File: config.mk
export PLATFORM = sky130hd
export DESIGN_NAME = osc_amp_leveler
export DESIGN_NICKNAME = d
export VERILOG_FILES = /design/src/rtl/osc_amp_pkg.sv /design/src/rtl/osc_amp_cmp.sv /design/src/rtl/osc_amp_holdoff.sv /design/src/rtl/osc_amp_code_reg.sv /design/src/rtl/osc_amp_alt_track.sv /design/src/rtl/osc_amp_leveler.sv
export SDC_FILE = /design/constraint.sdc
export NUM_CORES = 1
export LEC_CHECK = 0
export ABC_AREA = 1
export BUFFER_PORTS_ARGS = -buffer_cell sky130_fd_sc_hd__buf_2
export CAP_MARGIN = 20
export CORE_MARGIN = 2
export CORE_UTILIZATION = 25
export CTS_CLUSTER_DIAMETER = 80
export DETAILED_ROUTE_END_ITERATION = 8
export HOLD_SLACK_MARGIN = 0.02
export PLACE_DENSITY_LB_ADDON = 0.3
export REMOVE_ABC_BUFFERS = 1
export SLEW_MARGIN = 0
export SYNTH_ARGS = -nofsm -noshare
export SYNTH_HDL_FRONTEND = slang
export SYNTH_HIERARCHICAL = 1
export SYNTH_SLANG_ARGS = --single-unit
File: constraint.sdc
create_clock -name clk -period 6.25 [get_ports clk]
set_clock_uncertainty 0.05 [all_clocks]
set_input_delay 1.25 -clock clk [delete_from_list [all_inputs] [get_ports clk]]
set_output_delay 1.25 -clock clk [all_outputs]
set_load 0.03 [all_outputs]
File: src/rtl/osc_amp_pkg.sv
// Shared types for the oscillator amplitude leveling controller.
// Assumes: nothing beyond a 1800-2017 compiler.
package osc_amp_pkg;
    typedef enum logic [1:0] {
        STEP_NONE = 2'd0,
        STEP_UP   = 2'd1,
        STEP_DN   = 2'd2
    } step_e;
endpackage

File: src/rtl/osc_amp_cmp.sv
// Compares an amplitude level against a target using a +/-1 deadband and
// returns the direction the bias code should move.
// Assumes: both words are unsigned and of the same width.
module osc_amp_cmp
    import osc_amp_pkg::*;
#(
    parameter int W = 8
) (
    input  logic [W-1:0] level,
    input  logic [W-1:0] target,
    output step_e        req
);
    localparam logic [W:0] GAP = (W+1)'(2);

    logic [W:0] lv_x;
    logic [W:0] tg_x;

    assign lv_x = {1'b0, level};
    assign tg_x = {1'b0, target};

    // Pick a direction only when the level sits outside the deadband.
    always_comb begin
        if (tg_x >= lv_x + GAP)      req = STEP_UP;
        else if (lv_x >= tg_x + GAP) req = STEP_DN;
        else                         req = STEP_NONE;
    end
endmodule

File: src/rtl/osc_amp_holdoff.sv
// Counts down the samples skipped after each bias code change.
// Assumes: load only occurs while ready is high, so it never races tick.
module osc_amp_holdoff #(
    parameter int HW = 4
) (
    input  logic          clk,
    input  logic          rst_n,
    input  logic          tick,
    input  logic          load,
    input  logic [HW-1:0] cfg,
    output logic          ready
);
    logic [HW-1:0] cnt;

    // Reload on a change, otherwise count in-window samples down to zero.
    always_ff @(posedge clk) begin
        if (!rst_n)                cnt <= '0;
        else if (load)             cnt <= cfg;
        else if (tick && cnt != 0) cnt <= cnt - 1'b1;
    end

    assign ready = (cnt == '0);
endmodule

File: src/rtl/osc_amp_code_reg.sv
// Holds the bias DAC code and applies single saturating steps.
// Assumes: decide is high for at most the one cycle of a valid sample.
module osc_amp_code_reg
    import osc_amp_pkg::*;
#(
    parameter int         W          = 8,
    parameter logic [W-1:0] RESET_CODE = 8'd128
) (
    input  logic         clk,
    input  logic         rst_n,
    input  logic         decide,
    input  step_e        req,
    output logic [W-1:0] code,
    output logic         step_up,
    output logic         step_dn
);
    localparam logic [W-1:0] CODE_MAX = {W{1'b1}};

    // A step is taken only if it stays inside the code range.
    always_comb begin
        step_up = decide && (req == STEP_UP) && (code != CODE_MAX);
        step_dn = decide && (req == STEP_DN) && (code != '0);
    end

    // Apply the step chosen this cycle.
    always_ff @(posedge clk) begin
        if (!rst_n)       code <= RESET_CODE;
        else if (step_up) code <= code + 1'b1;
        else if (step_dn) code <= code - 1'b1;
    end
endmodule

File: src/rtl/osc_amp_alt_track.sv
// Counts consecutive direction reversals of the bias code and reports
// settling once the count reaches the programmed threshold.
// Assumes: step_up and step_dn are never high together.
module osc_amp_alt_track #(
    parameter int AW = 4
) (
    input  logic          clk,
    input  logic          rst_n,
    input  logic          step_up,
    input  logic          step_dn,
    input  logic [AW-1:0] cfg,
    output logic          settled
);
    localparam logic [AW-1:0] ALT_MAX = {AW{1'b1}};

    logic          has_prev;
    logic          prev_up;
    logic [AW-1:0] alt_cnt;
    logic          stepped;

    assign stepped = step_up | step_dn;

    // Update the reversal count and remember the last direction.
    always_ff @(posedge clk) begin
        if (!rst_n) begin
            has_prev <= 1'b0;
            prev_up  <= 1'b0;
            alt_cnt  <= '0;
        end else if (stepped) begin
            has_prev <= 1'b1;
            prev_up  <= step_up;
            if (has_prev && (prev_up != step_up)) begin
                if (alt_cnt != ALT_MAX) alt_cnt <= alt_cnt + 1'b1;
            end else begin
                alt_cnt <= '0;
            end
        end
    end

    assign settled = (alt_cnt >= cfg);
endmodule

File: src/rtl/osc_amp_leveler.sv
// Top of the digital amplitude leveling loop: compares each valid amplitude
// sample with the target, steps the bias code inside windows, enforces a
// holdoff after changes and reports bounds and settling.
// Assumes: sample_code is stable while sample_vld is high; all inputs are
// synchronous to clk.
module osc_amp_leveler
    import osc_amp_pkg::*;
#(
    parameter int           W          = 8,
    parameter int           HW         = 4,
    parameter int           AW         = 4,
    parameter logic [W-1:0] RESET_CODE = {1'b1, {(W-1){1'b0}}}
) (
    input  logic          clk,
    input  logic          rst_n,
    input  logic          sample_vld,
    input  logic [W-1:0]  sample_code,
    input  logic [W-1:0]  target_code,
    input  logic          run_always,
    input  logic          win_en,
    input  logic [HW-1:0] holdoff_cfg,
    input  logic [AW-1:0] settle_cfg,
    output logic [W-1:0]  bias_code,
    output logic          at_floor,
    output logic          at_ceiling,
    output logic          settled
);
    localparam logic [W-1:0] CODE_MAX = {W{1'b1}};

    step_e req;
    logic  active;
    logic  tick;
    logic  ready;
    logic  decide;
    logic  step_up;
    logic  step_dn;

    // Qualify samples by the loop window and the holdoff state.
    always_comb begin
        active = run_always | win_en;
        tick   = sample_vld & active;
        decide = tick & ready;
    end

    osc_amp_cmp #(.W(W)) u_cmp (
        .level  (sample_code),
        .target (target_code),
        .req    (req)
    );

    osc_amp_holdoff #(.HW(HW)) u_hold (
        .clk   (clk),
        .rst_n (rst_n),
        .tick  (tick),
        .load  (step_up | step_dn),
        .cfg   (holdoff_cfg),
        .ready (ready)
    );

    osc_amp_code_reg #(.W(W), .RESET_CODE(RESET_CODE)) u_code (
        .clk     (clk),
        .rst_n   (rst_n),
        .decide  (decide),
        .req     (req),
        .code    (bias_code),
        .step_up (step_up),
        .step_dn (step_dn)
    );

    osc_amp_alt_track #(.AW(AW)) u_alt (
        .clk     (clk),
        .rst_n   (rst_n),
        .step_up (step_up),
        .step_dn (step_dn),
        .cfg     (settle_cfg),
        .settled (settled)
    );

    // Bound flags decoded from the held code.
    always_comb begin
        at_floor   = (bias_code == '0);
        at_ceiling = (bias_code == CODE_MAX);
    end
endmodule

---- Word-level counts from Yosys, hierarchy flattened ----
Index checks and enable logic that the tools add are counted.
Widths: inputs -> output; s select.
word-level totals
  bits in registers ....................... 18
  input bits .............................. 29
  output and inout port bits .............. 11
  word-level logic and storage cells ...... 46
cells by class
  $add $sub $neg .......................... 6
  $lt $le $gt $ge ......................... 3
  equality and inequality tests ........... 7
  mux-type cells .......................... 8
  bitwise operators ....................... 4
  reduce and logical (&&, ||, !) cells .... 13
operators with widths
  operator             number
  $add 8x2->9 const B  2
  $ge 8x9->1           2
  $mux 4               4
  $mux 8               2
  $add 8x1->8 const B  1
  $eq 8x8->1 const B   1
  $logic_not 8->1      1
  $ne 8x8->1 const B   1
  $reduce_bool 8->1    1
  $sub 8x1->8 const B  1
  $logic_and 1x1->1    6
  $add 4x1->4 const B  1
  $ge 4x4->1           1
  $logic_not 4->1      1
  $mux 2               2
  $ne 4x4->1 const B   1
  $reduce_bool 2->1    2
  $reduce_bool 4->1    1
  $sub 4x1->4 const B  1
  $and 1x1->1          2
  $eq 2x1->1 const B   1
  $eq 2x2->1 const B   1
  $ne 2x2->1 const B   1
  $or 1x1->1           2
  other kinds (2)      2

---- Logic depth before layout (Yosys ltp) ----
Gate-level depths: netlist of the first run.
  depth in word-level cells ............... 11
  gate-level depth with buffers ........... 25
  gate-level depth less buffers ........... 25

---- Hierarchy ----
The synthesis of the first run kept the hierarchy.
by module, submodules not included
  module             times used  cells an instance  area each (µm²)  seq. area each (µm²)
  osc_amp_code_reg   1           105                675.6            160.2
  osc_amp_cmp        1           106                633.1            0.0
  osc_amp_alt_track  1           61                 419.2            120.1
  osc_amp_holdoff    1           41                 274.0            80.1
  osc_amp_leveler    1           24                 93.8             0.0

---- Worst setup path after synthesis of the first run ----
OpenSTA, ideal clock, no wires.
  path kind ............................... input to register
  start point ............................. input port sample_code[1]
  end point ............................... register u_code.code[7]
  setup time .............................. 120 ps
  arrival time ............................ 3,771 ps
  data required time ...................... 6,080 ps
  path slack .............................. 2,309 ps
  stages on the path ...................... 24
  path buffers ............................ 0
  path through ............................ ha_1 > nand3_1 > nor2_1 > xnor2_1 > ha_1 > nand2_1 > nor2_1 > nand2_1 > nand2_1 > nand2_2 > nand2_2 > nor2_2 > inv_1 > nand3_1 > a21o_2 > ha_1 > a21oi_1 > nand2_1 > nand2_1 > nand2_1 > nand2_1 > nand2_1 > nand2_1 > nand3_1
on the way
  longest elaborated chain between the ends .. 7
  elaborated cells on any way between the ends .. 13
  classes of those cells .................. add/sub (1); order compare (2); eq/ne (2); mux (3); reduce/logical (5)
RTL lines
  item                                                      line                                            source
  start: declaration                                        osc_amp_leveler.sv:17                           input logic [W-1:0] sample_code,
  $add 8x2->9 (*)                                           osc_amp_cmp.sv:23                               if (tg_x >= lv_x + GAP) req = STEP_UP;
  $ge 8x9->1 (*)                                            osc_amp_cmp.sv:23
  $mux 2 (*)                                                osc_amp_cmp.sv:23
  via req[0]                                                osc_amp_leveler.sv:30                           step_e req;
  $eq 2x1->1 or $eq 2x2->1 (tied branches)                  osc_amp_code_reg.sv:21, osc_amp_code_reg.sv:22
  $logic_and 1x1->1, on equally long branches (2 in a row)  osc_amp_code_reg.sv:21, osc_amp_code_reg.sv:22
  $mux 8 or $reduce_bool 2->1 (tied branches)               --
  end signal: assignment                                    osc_amp_code_reg.sv:28                          else if (step_up) code <= code + 1'b1;
  end signal: assignment                                    osc_amp_code_reg.sv:29                          else if (step_dn) code <= code - 1'b1;
  end: declaration                                          osc_amp_code_reg.sv:13                          output logic [W-1:0] code,
The timed path passes the listed nets; every way through them passes the cells marked *.
A chain may end at the register's enable or synchronous reset.

---- Final worst setup path of the first run ----
Ends and elaborated chain as after synthesis.

==> results of run 1 <==
## power by group
group,internal [mW],switching (mW),total (mW)
Clock,0.0561,0.0435,0.0996
Sequential,0.141,0.0357,0.177
Combinational,0.146,0.241,0.387
## how the worst min path moves through the flow
| stage | start | end | depth (start not counted) |
|---|---|---|---|
| 5_1_grt | u_hold/cnt[3]$_SDFFE_PN0P_ | u_hold/cnt[3]$_SDFFE_PN0P_ | 2 |
| 6_report | u_hold/cnt[3]$_SDFFE_PN0P_ | u_hold/cnt[3]$_SDFFE_PN0P_ | 2 |
| 2_1_floorplan | u_alt/has_prev$_SDFFE_PN0P_ | u_alt/has_prev$_SDFFE_PN0P_ | 2 |
| 3_3_place_gp | u_alt/has_prev$_SDFFE_PN0P_ | u_alt/has_prev$_SDFFE_PN0P_ | 2 |
| 4_1_cts | u_hold/cnt[3]$_SDFFE_PN0P_ | u_hold/cnt[3]$_SDFFE_PN0P_ | 2 |
| 3_5_place_dp | u_hold/cnt[3]$_SDFFE_PN0P_ | u_hold/cnt[3]$_SDFFE_PN0P_ | 2 |
## metal layers
metal | vias to the layer above | global-route usage | share of wire
met5 | - | 0 | 0
li1 | 1161 | - | -
met2 | 31 | 0.190 | 0.48
met1 | 901 | 0.136 | 0.48
met4 | 0 | 0.0190 | 0.0068
met3 | 2 | 0.0206 | 0.032
## cell usage after synthesis, drive strengths merged
library cell  number  area share
nor2              55        0.11
a31oi              2      0.0060
fa                 1      0.0096
o22ai              1      0.0030
xnor2              5       0.021
inv               53       0.095
buf                1      0.0054
ha                29        0.17
nand3             24       0.060
o211ai             1      0.0036
dfxtp             18        0.17
nor3               1      0.0024
and3               1      0.0030
or2                3      0.0090
nand4              9       0.027
nand3b             1      0.0036
o21bai             1      0.0036
a21o               1      0.0042
xor2               9       0.038
clkinv             2      0.0042
nand2             92        0.18
o21ai             11       0.026
a211oi             1      0.0036
a21oi             15       0.039
## placed cells by master, fill, tap and decap left out
master,n
sky130_fd_sc_hd__a211oi_1,1
sky130_fd_sc_hd__a21o_2,1
sky130_fd_sc_hd__a21oi_1,13
sky130_fd_sc_hd__a21oi_2,2
sky130_fd_sc_hd__a31oi_1,2
sky130_fd_sc_hd__and3_1,1
sky130_fd_sc_hd__buf_2,39
sky130_fd_sc_hd__clkbuf_8,4
sky130_fd_sc_hd__clkinv_1,1
sky130_fd_sc_hd__clkinv_2,1
sky130_fd_sc_hd__dfxtp_1,18
sky130_fd_sc_hd__fa_1,1
sky130_fd_sc_hd__ha_1,29
sky130_fd_sc_hd__inv_1,50
sky130_fd_sc_hd__inv_2,3
sky130_fd_sc_hd__nand2_1,85
sky130_fd_sc_hd__nand2_2,4
sky130_fd_sc_hd__nand2_4,3
sky130_fd_sc_hd__nand3_1,23
sky130_fd_sc_hd__nand3_2,1
sky130_fd_sc_hd__nand3b_1,1
sky130_fd_sc_hd__nand4_1,9
sky130_fd_sc_hd__nor2_1,49
sky130_fd_sc_hd__nor2_2,5
sky130_fd_sc_hd__nor2_4,1
sky130_fd_sc_hd__nor3_1,1
sky130_fd_sc_hd__o211ai_1,1
sky130_fd_sc_hd__o21ai_0,10
sky130_fd_sc_hd__o21ai_1,1
sky130_fd_sc_hd__o21bai_1,1
sky130_fd_sc_hd__o22ai_1,1
sky130_fd_sc_hd__or2_0,1
sky130_fd_sc_hd__or2_1,1
sky130_fd_sc_hd__or2_2,1
sky130_fd_sc_hd__xnor2_1,5
sky130_fd_sc_hd__xor2_1,9
## flip-flops by register name, indices dropped and copies added, names as in the netlist
signal          cells
u_alt/alt_cnt       4
u_alt/has_prev      1
u_alt/prev_up       1
u_code/code         8
u_hold/cnt          4
## through the flow
stage	util	power, mW	area [um^2]	worst slack [ns]	hold slack [ns]
6_report	0.302	0.663	2470	2.17	0.448
5_1_grt	0.302	0.737	2470	1.76	0.499
4_1_cts	0.302	0.669	2470	2.18	0.451
3_5_place_dp	0.295	0.566	2410	1.89	0.439
3_3_place_gp	0.295	0.563	2410	1.92	0.431
2_1_floorplan	-	0.477	2080	2.31	0.413
## cells by family (layout without fill, tap and decap cells)
family | count (synthesis) | after routing | share of synthesized area
simple gates | 186 | 186 | 0.393
buf+inv | 56 | 98 | 0.104
compound gates | 33 | 33 | 0.0896
fa+ha+maj | 30 | 30 | 0.183
flops | 18 | 18 | 0.172
xor+xnor | 14 | 14 | 0.0585
## critical path, stage by stage
cell	delay, ns
sky130_fd_sc_hd__buf_2	0.12
sky130_fd_sc_hd__ha_1	0.22
sky130_fd_sc_hd__nand3_1	0.13
sky130_fd_sc_hd__nor2_1	0.06
sky130_fd_sc_hd__xnor2_1	0.13
sky130_fd_sc_hd__ha_1	0.32
sky130_fd_sc_hd__nand2_1	0.06
sky130_fd_sc_hd__nor2_1	0.08
sky130_fd_sc_hd__nand2_1	0.06
sky130_fd_sc_hd__nand2_1	0.08
sky130_fd_sc_hd__nand2_2	0.05
sky130_fd_sc_hd__nand2_2	0.07
sky130_fd_sc_hd__nor2_2	0.04
sky130_fd_sc_hd__inv_1	0.06
sky130_fd_sc_hd__nand3_1	0.10
sky130_fd_sc_hd__a21o_2	0.30
sky130_fd_sc_hd__ha_1	0.38
sky130_fd_sc_hd__nand2_1	0.11
sky130_fd_sc_hd__inv_1	0.04
sky130_fd_sc_hd__a21oi_1	0.20
sky130_fd_sc_hd__nand2_1	0.08
sky130_fd_sc_hd__nand2_1	0.08
sky130_fd_sc_hd__nand2_1	0.06
sky130_fd_sc_hd__nand2_1	0.05
sky130_fd_sc_hd__nand3_1	0.05
## final cells by class
| type | instances | share of cell area |
|---|---|---|
| clock buffer | 4 | 0.0223 |
| inverter | 55 | 0.0842 |
| multi-input combinational | 263 | 0.615 |
| sequential | 18 | 0.146 |
| tap | 105 | 0.0533 |
| timing repair buffer | 39 | 0.0791 |
==> metrics.json, run 1 <==
{
  "global_routing": {
    "first_global_vias": 1803,
    "pin_count_of_the_biggest_net_entering_global_routing": 15,
    "number_of_antenna_violations_at_the_first_check_in_global_routing": 0,
    "globalRouteOverflowTotal": 0,
    "grt_use_total": 0.107,
    "grt_first_pass_wirelength_um": 7960
  },
  "drt": {
    "ant_nets": 0,
    "routed_wl_um": 4720,
    "drt-pass1-iter-count": 4,
    "drt_drc_violations_left": 0,
    "drt-vias-per-instance": 4.33,
    "post_drt_wl_per_cell_um": 9.76,
    "routed_via_count": 2095,
    "detail_route.iter0.violations": 75
  },
  "yosys": {
    "synth-seq-area-share": 0.172,
    "synth_cells": 337,
    "yosysWarningCount": 6,
    "synth.cell_area_um2": 2100,
    "synthDistinctLibCells": 35,
    "yosys_register_bits": 18,
    "synthesis.area_per_instance_um2": 6.22
  },
  "timing": {
    "hold_viol": 0,
    "maxSlewHeadroom": 0.729,
    "report.final.slew_viol_count": 0,
    "min_period_over_period": 0.652,
    "final_period_minus_worst_setup_slack_ns": 4.08,
    "fmaxAchievable_mhz": 245,
    "rsz_0062_raised_after_global_routing": "false",
    "worst-slew-pin-transition_ns": 0.406,
    "final-setup-viol-count": 0,
    "total_negative_setup_slack_ns": 0
  },
  "clocking": {
    "cts.sink_count": 18,
    "cts_max_path_buffers": 2,
    "cts-resized-gates": 0,
    "clock_pin_slew_on_the_worst_setup_and_hold_paths_ns": 0.08,
    "clkLatencyLatePin_ns": 0.26,
    "cts.htree.levels": 1,
    "cts_tree": "done",
    "clk_root_buffer_cell": "sky130_fd_sc_hd__clkbuf_8",
    "cts_post_setup_buffers_inserted": 0,
    "cts_made_buffers": 3,
    "cts_hold_buffers": 0
  },
  "placement": {
    "gp_congestion": 0.818,
    "port_buffers": 39,
    "dp.cells": 480,
    "place_hpwl_um": 3910
  },
  "flow_run": {
    "timing.max_cap.violations": 0
  },
  "worst_setup_path": {
    "r2r_endpoint": "u_code/code[7]$_SDFFE_PN1P_",
    "reg2reg_depth": 17,
    "maximum_fanout_along_the_worst_path": 8,
    "critPathCapture": "u_code/code[7]$_SDFFE_PN1P_",
    "worst_ep_required_ns": 6.34,
    "timing.reg2reg.setup_slack_ns": 3.37,
    "setup.worst_path.end_class": "register",
    "timing.rr.start": "u_hold/cnt[0]$_SDFFE_PN0P_",
    "worstPathArrival_ns": 4.17,
    "critPathKind": "in -> reg",
    "critPathLaunch": "sample_code[1]",
    "startpoint_type": "primary input"
  },
  "layout": {
    "nNetsFinal": 439,
    "area_growth_pct": 17.7,
    "finish.cell_count_without_fillers": 484,
    "filler_cell_count": 920,
    "diodes": 0,
    "post_route_cells_drive_above_1_share": 0.172,
    "final-seq-area_um2": 360,
    "multiInputGateArea_um2": 1520
  },
  "pwr": {
    "irDropWorstVdd_v": 0.000105,
    "power.static_leakage_nw": 1.29,
    "power_per_cell_area_nw_per_um2": 269
  },
  "status": {
    "run_status": "finished clean"
  },
  "floorplanning": {
    "fp.coreArea_um2": 8180,
    "pin_count": 40,
    "start_util": 0.256,
    "die_width_um": 95.6,
    "design.die.area_um2": 9130,
    "fp.dieH_um": 95.6,
    "core.rowCount": 33
  },
  "worst_hold_path": {
    "worstHoldPathType": "reg -> reg"
  }
}
Power figures use the tool's default switching activity.
==> run 2, diff against run 1 <==
Clock period 6.25 ns to 3.45 ns, I/O delays scaled along.
==> run 2 against run 1 <==
  * Sequential power up 86%
  * Cell area increased by 12%
  * Cell count rose by 4.3%
  * Register-to-register slack got worse by 2.6 ns
  * Setup slack lost 2.0 ns
  * Total power rose by 100%
  * Via count is 3.4% higher
  * Global-route usage rose by 0.79 points
==> metrics.json, run 2 (same netlist as run 1, synthesis figures left out) <==
{
  "pwr": {
    "pwr-share-seq": 0.248,
    "clock_power_share": 0.137,
    "p_comb_frac": 0.615,
    "power_switching_share": 0.468,
    "total_switching_power_mw": 0.621,
    "irDropWorstVdd_v": 0.000188,
    "power_per_cell_area_nw_per_um2": 481,
    "power_mw": 1.33,
    "p_int_mw": 0.705,
    "power.static_leakage_nw": 1.40
  },
  "worst_hold_path": {
    "worstHoldPathType": "reg -> reg"
  },
  "status": {
    "run_status": "finished clean"
  },
  "worst_setup_path": {
    "critPathKind": "in -> reg",
    "worstPathArrival_ns": 3.36,
    "setup.worst_path.end_class": "register",
    "startpoint_type": "primary input",
    "maximum_fanout_along_the_worst_path": 8,
    "worst_ep_required_ns": 3.56
  },
  "clocking": {
    "clk_root_buffer_cell": "sky130_fd_sc_hd__clkbuf_8",
    "cts_made_buffers": 3,
    "cts_hold_buffers": 0,
    "cts.sink_count": 18,
    "clkLatencyLatePin_ns": 0.26,
    "clock_pin_slew_on_the_worst_setup_and_hold_paths_ns": 0.08,
    "cts_max_path_buffers": 2,
    "cts.htree.levels": 1,
    "cts_tree": "done"
  },
  "drt": {
    "drt-pass1-iter-count": 4,
    "drt-vias-per-instance": 4.29,
    "detail_route.iter0.violations": 57,
    "routed_wl_um": 5140,
    "routed_via_count": 2166,
    "drt_drc_violations_left": 0,
    "post_drt_wl_per_cell_um": 10.2,
    "ant_nets": 0
  },
  "timing": {
    "worst-slew-pin-transition_ns": 0.417,
    "hold_viol": 0,
    "min_period_over_period": 0.941,
    "total_negative_setup_slack_ns": 0,
    "final_period_minus_worst_setup_slack_ns": 3.24,
    "report.final.slew_viol_count": 0,
    "final-setup-viol-count": 0,
    "maxSlewHeadroom": 0.720,
    "fmaxAchievable_mhz": 308,
    "worst_slack_ns": 0.205
  },
  "layout": {
    "biggestRegsByFlops": "u_code/code (8), u_alt/alt_cnt (4), u_hold/cnt (4)",
    "nNetsFinal": 460,
    "most_frequent_standard_cell_in_the_layout_excluding_fill_and_tap_cells": "sky130_fd_sc_hd__nand2_1",
    "finish.utilization": 0.337,
    "number_of_flip_flops_under_the_largest_register_name": 8,
    "top_register": "u_code/code",
    "diodes": 0,
    "post_route_cells_drive_above_1_share": 0.263,
    "filler_cell_count": 914,
    "finalInstanceArea_um2": 2760,
    "layout.cells.most_common_list": "82 x sky130_fd_sc_hd__nand2_1, 50 x sky130_fd_sc_hd__inv_1, 48 x sky130_fd_sc_hd__nor2_1, 37 x sky130_fd_sc_hd__buf_2, 23 x sky130_fd_sc_hd__buf_4",
    "multiInputGateArea_um2": 1640,
    "area_growth_pct": 31.5,
    "final-seq-area_um2": 360
  },
  "placement": {
    "place_hpwl_um": 4090,
    "port_buffers": 39,
    "gp_congestion": 0.803,
    "place_area_um2": 2560,
    "place_worst_setup_slack_ns": -0.228
  },
  "floorplanning": {
    "pin_count": 40,
    "core.rowCount": 33,
    "die_width_um": 95.6,
    "start_util": 0.256,
    "fp.dieH_um": 95.6,
    "design.die.area_um2": 9130,
    "fp.coreArea_um2": 8180
  },
  "global_routing": {
    "globalRouteOverflowTotal": 0,
    "first_global_vias": 2065,
    "grt_first_pass_wirelength_um": 8570,
    "number_of_antenna_violations_at_the_first_check_in_global_routing": 0,
    "grt_use_total": 0.115,
    "pin_count_of_the_biggest_net_entering_global_routing": 15
  },
  "flow_run": {
    "timing.max_cap.violations": 0
  }
}
## run 2: cell count changes in the layout (fill, tap and decap cells not counted), sizes merged
cell / before / now
buf: 39 / 60
## run 2: metal layers
layer / vias up / global-route usage / share of wire
met5: - / 0 / 0
met1: 934 / 0.143 / 0.47
met2: 24 / 0.211 / 0.50
li1: 1203 / - / -
met3: 5 / 0.0190 / 0.026
met4: 0 / 0.0179 / 0.0076
## run 2: critical path: stages
cell and delay (ns):
sky130_fd_sc_hd__buf_4 0.13, sky130_fd_sc_hd__ha_4 0.16, sky130_fd_sc_hd__nand3_2 0.09, sky130_fd_sc_hd__nor2_2 0.05, sky130_fd_sc_hd__xnor2_1 0.11, sky130_fd_sc_hd__ha_1 0.33, sky130_fd_sc_hd__nand2_1 0.06, sky130_fd_sc_hd__nor2_1 0.10
sky130_fd_sc_hd__nand2_1 0.05, sky130_fd_sc_hd__nand2_1 0.07, sky130_fd_sc_hd__nand2_2 0.05, sky130_fd_sc_hd__nand2_2 0.08, sky130_fd_sc_hd__nor2_2 0.04, sky130_fd_sc_hd__inv_1 0.07, sky130_fd_sc_hd__nand3_2 0.08, sky130_fd_sc_hd__a21o_4 0.28
sky130_fd_sc_hd__fa_2 0.43, sky130_fd_sc_hd__nand3_1 0.09, sky130_fd_sc_hd__nand3_1 0.09, sky130_fd_sc_hd__xor2_1 0.15, sky130_fd_sc_hd__nor2_1 0.10, sky130_fd_sc_hd__nor2_1 0.05
## run 2: power groups by stage
stage	clock network [mW]	logic (mW)	registers [mW]
global route	0.194	0.942	0.339
floorplan	0	0.510	0.355
global placement	0	0.745	0.327
detailed placement	0	0.753	0.328
CTS	0.189	0.757	0.323
finish	0.182	0.815	0.329
## run 2: metrics by stage
| stage | instances | hold WS (ns) |
|---|---|---|
| after global placement | 500 | 0.429 |
| after detailed placement | 500 | 0.435 |
| final | 505 | 0.443 |
| after floorplan | 336 | 0.413 |
| after CTS | 504 | 0.448 |
| after global routing | 505 | 0.472 |
## run 2: final cells by class
type	instances	share of cell area
clock buffer	4	0.0200
tap	105	0.0477
sequential	18	0.131
timing repair buffer	60	0.130
inverter	55	0.0754
multi-input combinational	263	0.596
## run 2: timing repair
action | CTS | global route
endpoints found under the setup margin | 0 | 6
buffers inserted | 0 | 1
endpoints found under the hold margin | 0 | 0
resized for setup | 0 | 24
## run 2: final timing paths
kind                                                  from                           to  slack, ns  depth (start not counted)
worst max-delay path                        sample_code[1]  u_code/code[4]$_SDFFE_PN0P_       0.21                         22
worst min-delay path            u_hold/cnt[3]$_SDFFE_PN0P_   u_hold/cnt[3]$_SDFFE_PN0P_       0.44                          2
worst max register to register  u_hold/cnt[0]$_SDFFE_PN0P_  u_code/code[4]$_SDFFE_PN0P_       0.76                         14
worst min register to register  u_hold/cnt[3]$_SDFFE_PN0P_   u_hold/cnt[3]$_SDFFE_PN0P_       0.44                          2
==> run 3, diff against run 2 <==
Settings changed: ABC_AREA 1 to not set.
==> run 3 against run 2 <==
  * The flow now finishes with violations (negative setup slack)
  * Hold slack got worse by 0.020 ns
  * Synthesized area decreased by 7.6%
  * Global-route usage increased by 2.9 points
  * Register-to-register slack got worse by 0.53 ns
  * Sequential power about the same
==> metrics.json, run 3 <==
{
  "drt": {
    "drt-vias-per-instance": 4.95,
    "detail_route.iter0.violations": 86,
    "drt_drc_violations_left": 0,
    "routed_wl_um": 6110,
    "ant_nets": 0,
    "routed_via_count": 2289,
    "post_drt_wl_per_cell_um": 13.2,
    "drt-pass1-iter-count": 4
  },
  "timing": {
    "report.final.slew_viol_count": 0,
    "hold_viol": 0,
    "worst_hold_slack_ns": 0.423,
    "final_period_minus_worst_setup_slack_ns": 4.03,
    "min_period_over_period": 1.17,
    "fmaxAchievable_mhz": 248,
    "maxSlewHeadroom": 0.733,
    "worst_slack_ns": -0.583,
    "worst-slew-pin-transition_ns": 0.399,
    "rsz_0062_raised_after_global_routing": "true",
    "final-setup-viol-count": 9
  },
  "worst_hold_path": {
    "hold_start": "u_alt/has_prev$_SDFFE_PN0P_",
    "holdPathStages": 1,
    "worstHoldPathType": "reg -> reg",
    "hold_ep": "u_alt/has_prev$_SDFFE_PN0P_"
  },
  "status": {
    "run_status": "finished, violations left",
    "failed_checks": "negative setup slack"
  },
  "pwr": {
    "clock_power_share": 0.103,
    "power.static_leakage_nw": 1.46,
    "p_comb_frac": 0.701,
    "total_switching_power_mw": 0.700,
    "irDropWorstVdd_v": 0.000184,
    "power_mw": 1.67,
    "pwr-share-seq": 0.196,
    "power_switching_share": 0.418,
    "p_int_mw": 0.975,
    "power_per_cell_area_nw_per_um2": 510
  },
  "layout": {
    "post_route_cells_drive_above_1_share": 0.511,
    "area_growth_pct": 69.4,
    "biggestRegsByFlops": "u_code/code (8), u_alt/alt_cnt (4), u_hold/cnt (4)",
    "number_of_flip_flops_under_the_largest_register_name": 8,
    "layout.cells.most_common_list": "58 x sky130_fd_sc_hd__buf_4, 37 x sky130_fd_sc_hd__buf_2, 21 x sky130_fd_sc_hd__ha_1, 20 x sky130_fd_sc_hd__buf_6",
    "most_frequent_standard_cell_in_the_layout_excluding_fill_and_tap_cells": "sky130_fd_sc_hd__buf_4",
    "top_register": "u_code/code",
    "diodes": 0,
    "nNetsFinal": 420
  },
  "yosys": {
    "synth.cell_area_um2": 1940,
    "yosys_register_bits": 18,
    "synth_edf_count": 0,
    "synthDistinctLibCells": 60,
    "synth_ff_type": "sky130_fd_sc_hd__dfxtp_1",
    "synthesis.area_per_instance_um2": 8.04,
    "yosysWarningCount": 6,
    "main_combinational_cell_family_by_area_after_synthesis": "simple AND/OR/NAND/NOR gates",
    "synth_cells": 241,
    "synth-seq-area-share": 0.186,
    "post_synth_xor_area_fraction": 0.0543,
    "post_synth_most_frequent_cells": "29 x sky130_fd_sc_hd__ha_1, 20 x sky130_fd_sc_hd__nand3_1, 19 x sky130_fd_sc_hd__nand2_1, 18 x sky130_fd_sc_hd__dfxtp_1, 18 x sky130_fd_sc_hd__inv_1",
    "synth_compound_area_frac": 0.249,
    "synthTopCellsByArea": "sky130_fd_sc_hd__ha_1 19%, sky130_fd_sc_hd__dfxtp_1 19%, sky130_fd_sc_hd__nand3_1 5.2%",
    "asyncSetResetFlopFracSynth": 0,
    "yosys-mux-area-fraction": 0.00517,
    "synth_top_area_cell": "sky130_fd_sc_hd__ha_1",
    "synthMostInstantiatedCell": "sky130_fd_sc_hd__ha_1",
    "synth-adder-area-share": 0.198,
    "share_of_yosys_cell_area_claimed_by_the_top_area_cell_type": 0.187,
    "synth-simple-area-share": 0.262
  },
  "worst_setup_path": {
    "reg2reg_depth": 14,
    "critical_path.max_stage_delay_ns": 0.45,
    "worstPathCellList": "buf_8, ha_4, nand3_4, nor2_4, xnor2_2, ha_1, a211oi_2, nand2_2, o221ai_2, a21oi_2, a2111oi_4, inv_1, o2111ai_4, buf_6, ha_4, a21o_1, a31o_2, buf_6, or4_1, and4_1",
    "critical_path.n_buffers_inverters": 4,
    "worstPathArrival_ns": 4.13,
    "worst_ep_required_ns": 3.55,
    "timing.rr.start": "u_hold/cnt[0]$_SDFFE_PN0P_",
    "crit_slowest_cell": "sky130_fd_sc_hd__or4_1",
    "setup.worst_path.end_class": "register",
    "r2r_endpoint": "u_code/code[7]$_SDFFE_PN1P_",
    "critPathKind": "in -> reg",
    "timing.reg2reg.setup_slack_ns": 0.23,
    "maximum_fanout_along_the_worst_path": 5,
    "top_cell_family_by_delay_on_the_critical_path": "compound AO/OA/AOI/OAI gates",
    "startpoint_type": "primary input"
  },
  "clocking": {
    "cts_max_path_buffers": 2,
    "cts_hold_buffers": 0,
    "clkLatencyLatePin_ns": 0.25,
    "cts.htree.levels": 1,
    "cts_made_buffers": 3,
    "cts_tree": "done",
    "clk_root_buffer_cell": "sky130_fd_sc_hd__clkbuf_8",
    "clock_pin_slew_on_the_worst_setup_and_hold_paths_ns": 0.07,
    "cts.sink_count": 18
  },
  "floorplanning": {
    "design.die.area_um2": 8470,
    "start_util": 0.255,
    "core.rowCount": 32,
    "fp.dieH_um": 92.0,
    "die_width_um": 92.0,
    "pin_count": 40,
    "fp.coreArea_um2": 7610
  },
  "global_routing": {
    "grt_use_total": 0.144,
    "grt_first_pass_wirelength_um": 10000,
    "pin_count_of_the_biggest_net_entering_global_routing": 21,
    "globalRouteOverflowTotal": 0,
    "first_global_vias": 2197,
    "number_of_antenna_violations_at_the_first_check_in_global_routing": 0
  },
  "placement": {
    "place_hpwl_um": 4240,
    "gp_congestion": 0.842,
    "port_buffers": 39
  },
  "flow_run": {
    "timing.max_cap.violations": 0
  }
}
[run 3: power groups by stage]
stage          clock network [mW]  logic (mW)  registers [mW]
5_1_grt                     0.188        1.28           0.336
2_1_floorplan                   0       0.481           0.357
4_1_cts                     0.180        1.06           0.323
3_5_place_dp                    0       0.890           0.320
6_report                    0.173        1.17           0.328
3_3_place_gp                    0       0.882           0.322
[run 3: worst reg2reg max path: cells and delay by family (launching register included)]
family	cells	cell delay [ns]
buffers and inverters	5	0.58
and+or+nand+nor	4	1.24
AOI/OAI and AO/OA	3	0.62
adders and majority gates	2	0.32
DFF	1	0.31
[run 3: layout make-up]
class | count | area [um^2]
multi-input combinational | 200 | 1770
inverter | 21 | 97.6
timing repair buffer | 117 | 876
fill | 755 | 4330
sequential | 18 | 360
tap | 102 | 128
clock buffer | 4 | 55.1
[run 3: per-layer routing]
metal / GRT usage / wire length, um / up-vias
met3: 0.0156 / 263 / 4
li1: - / - / 1148
met2: 0.276 / 3240 / 61
met4: 0.0299 / 44 / 0
met1: 0.171 / 2570 / 1076
met5: 0 / 0 / -
[run 3: worst max path at each step]
stage,from,endpoint,cells past startpoint
floorplan,sample_code[1],u_code/code[7]$_SDFFE_PN1P_,17
global placement,sample_code[1],u_code/code[7]$_SDFFE_PN1P_,18
detailed placement,sample_code[1],u_code/code[7]$_SDFFE_PN1P_,18
CTS,sample_code[2],u_code/code[7]$_SDFFE_PN1P_,20
global route,sample_code[2],u_code/code[7]$_SDFFE_PN1P_,20
finish,sample_code[2],u_code/code[7]$_SDFFE_PN1P_,20
[run 3: kinds of logic after synthesis]
| logic type | Yosys count |
|---|---|
| simple gates | 92 |
| compound gates | 65 |
| fa+ha+maj | 30 |
| buf+inv | 23 |
| flops | 18 |
| xor+xnor | 12 |
| mux | 1 |
[run 3: stage by stage]
stage               instances  utilization  area (um^2)  setup TNS, ns  setup slack [ns]
global placement          438        0.353         2690         -11.60             -1.12
global route              462        0.431         3280          -3.79            -0.752
floorplan                 239            -         1930         -12.75             -1.25
finish                    462        0.431         3280          -1.88            -0.583
detailed placement        438        0.353         2690         -12.54             -1.20
CTS                       457        0.408         3100          -1.42            -0.492
[run 3: timing repair]
action                                  4_1_cts  5_1_grt
pin swaps                                    33       34
gates cloned                                  0        0
gates resized for setup                      51       43
setup buffers                                17        6
endpoints found under the setup margin       18       17
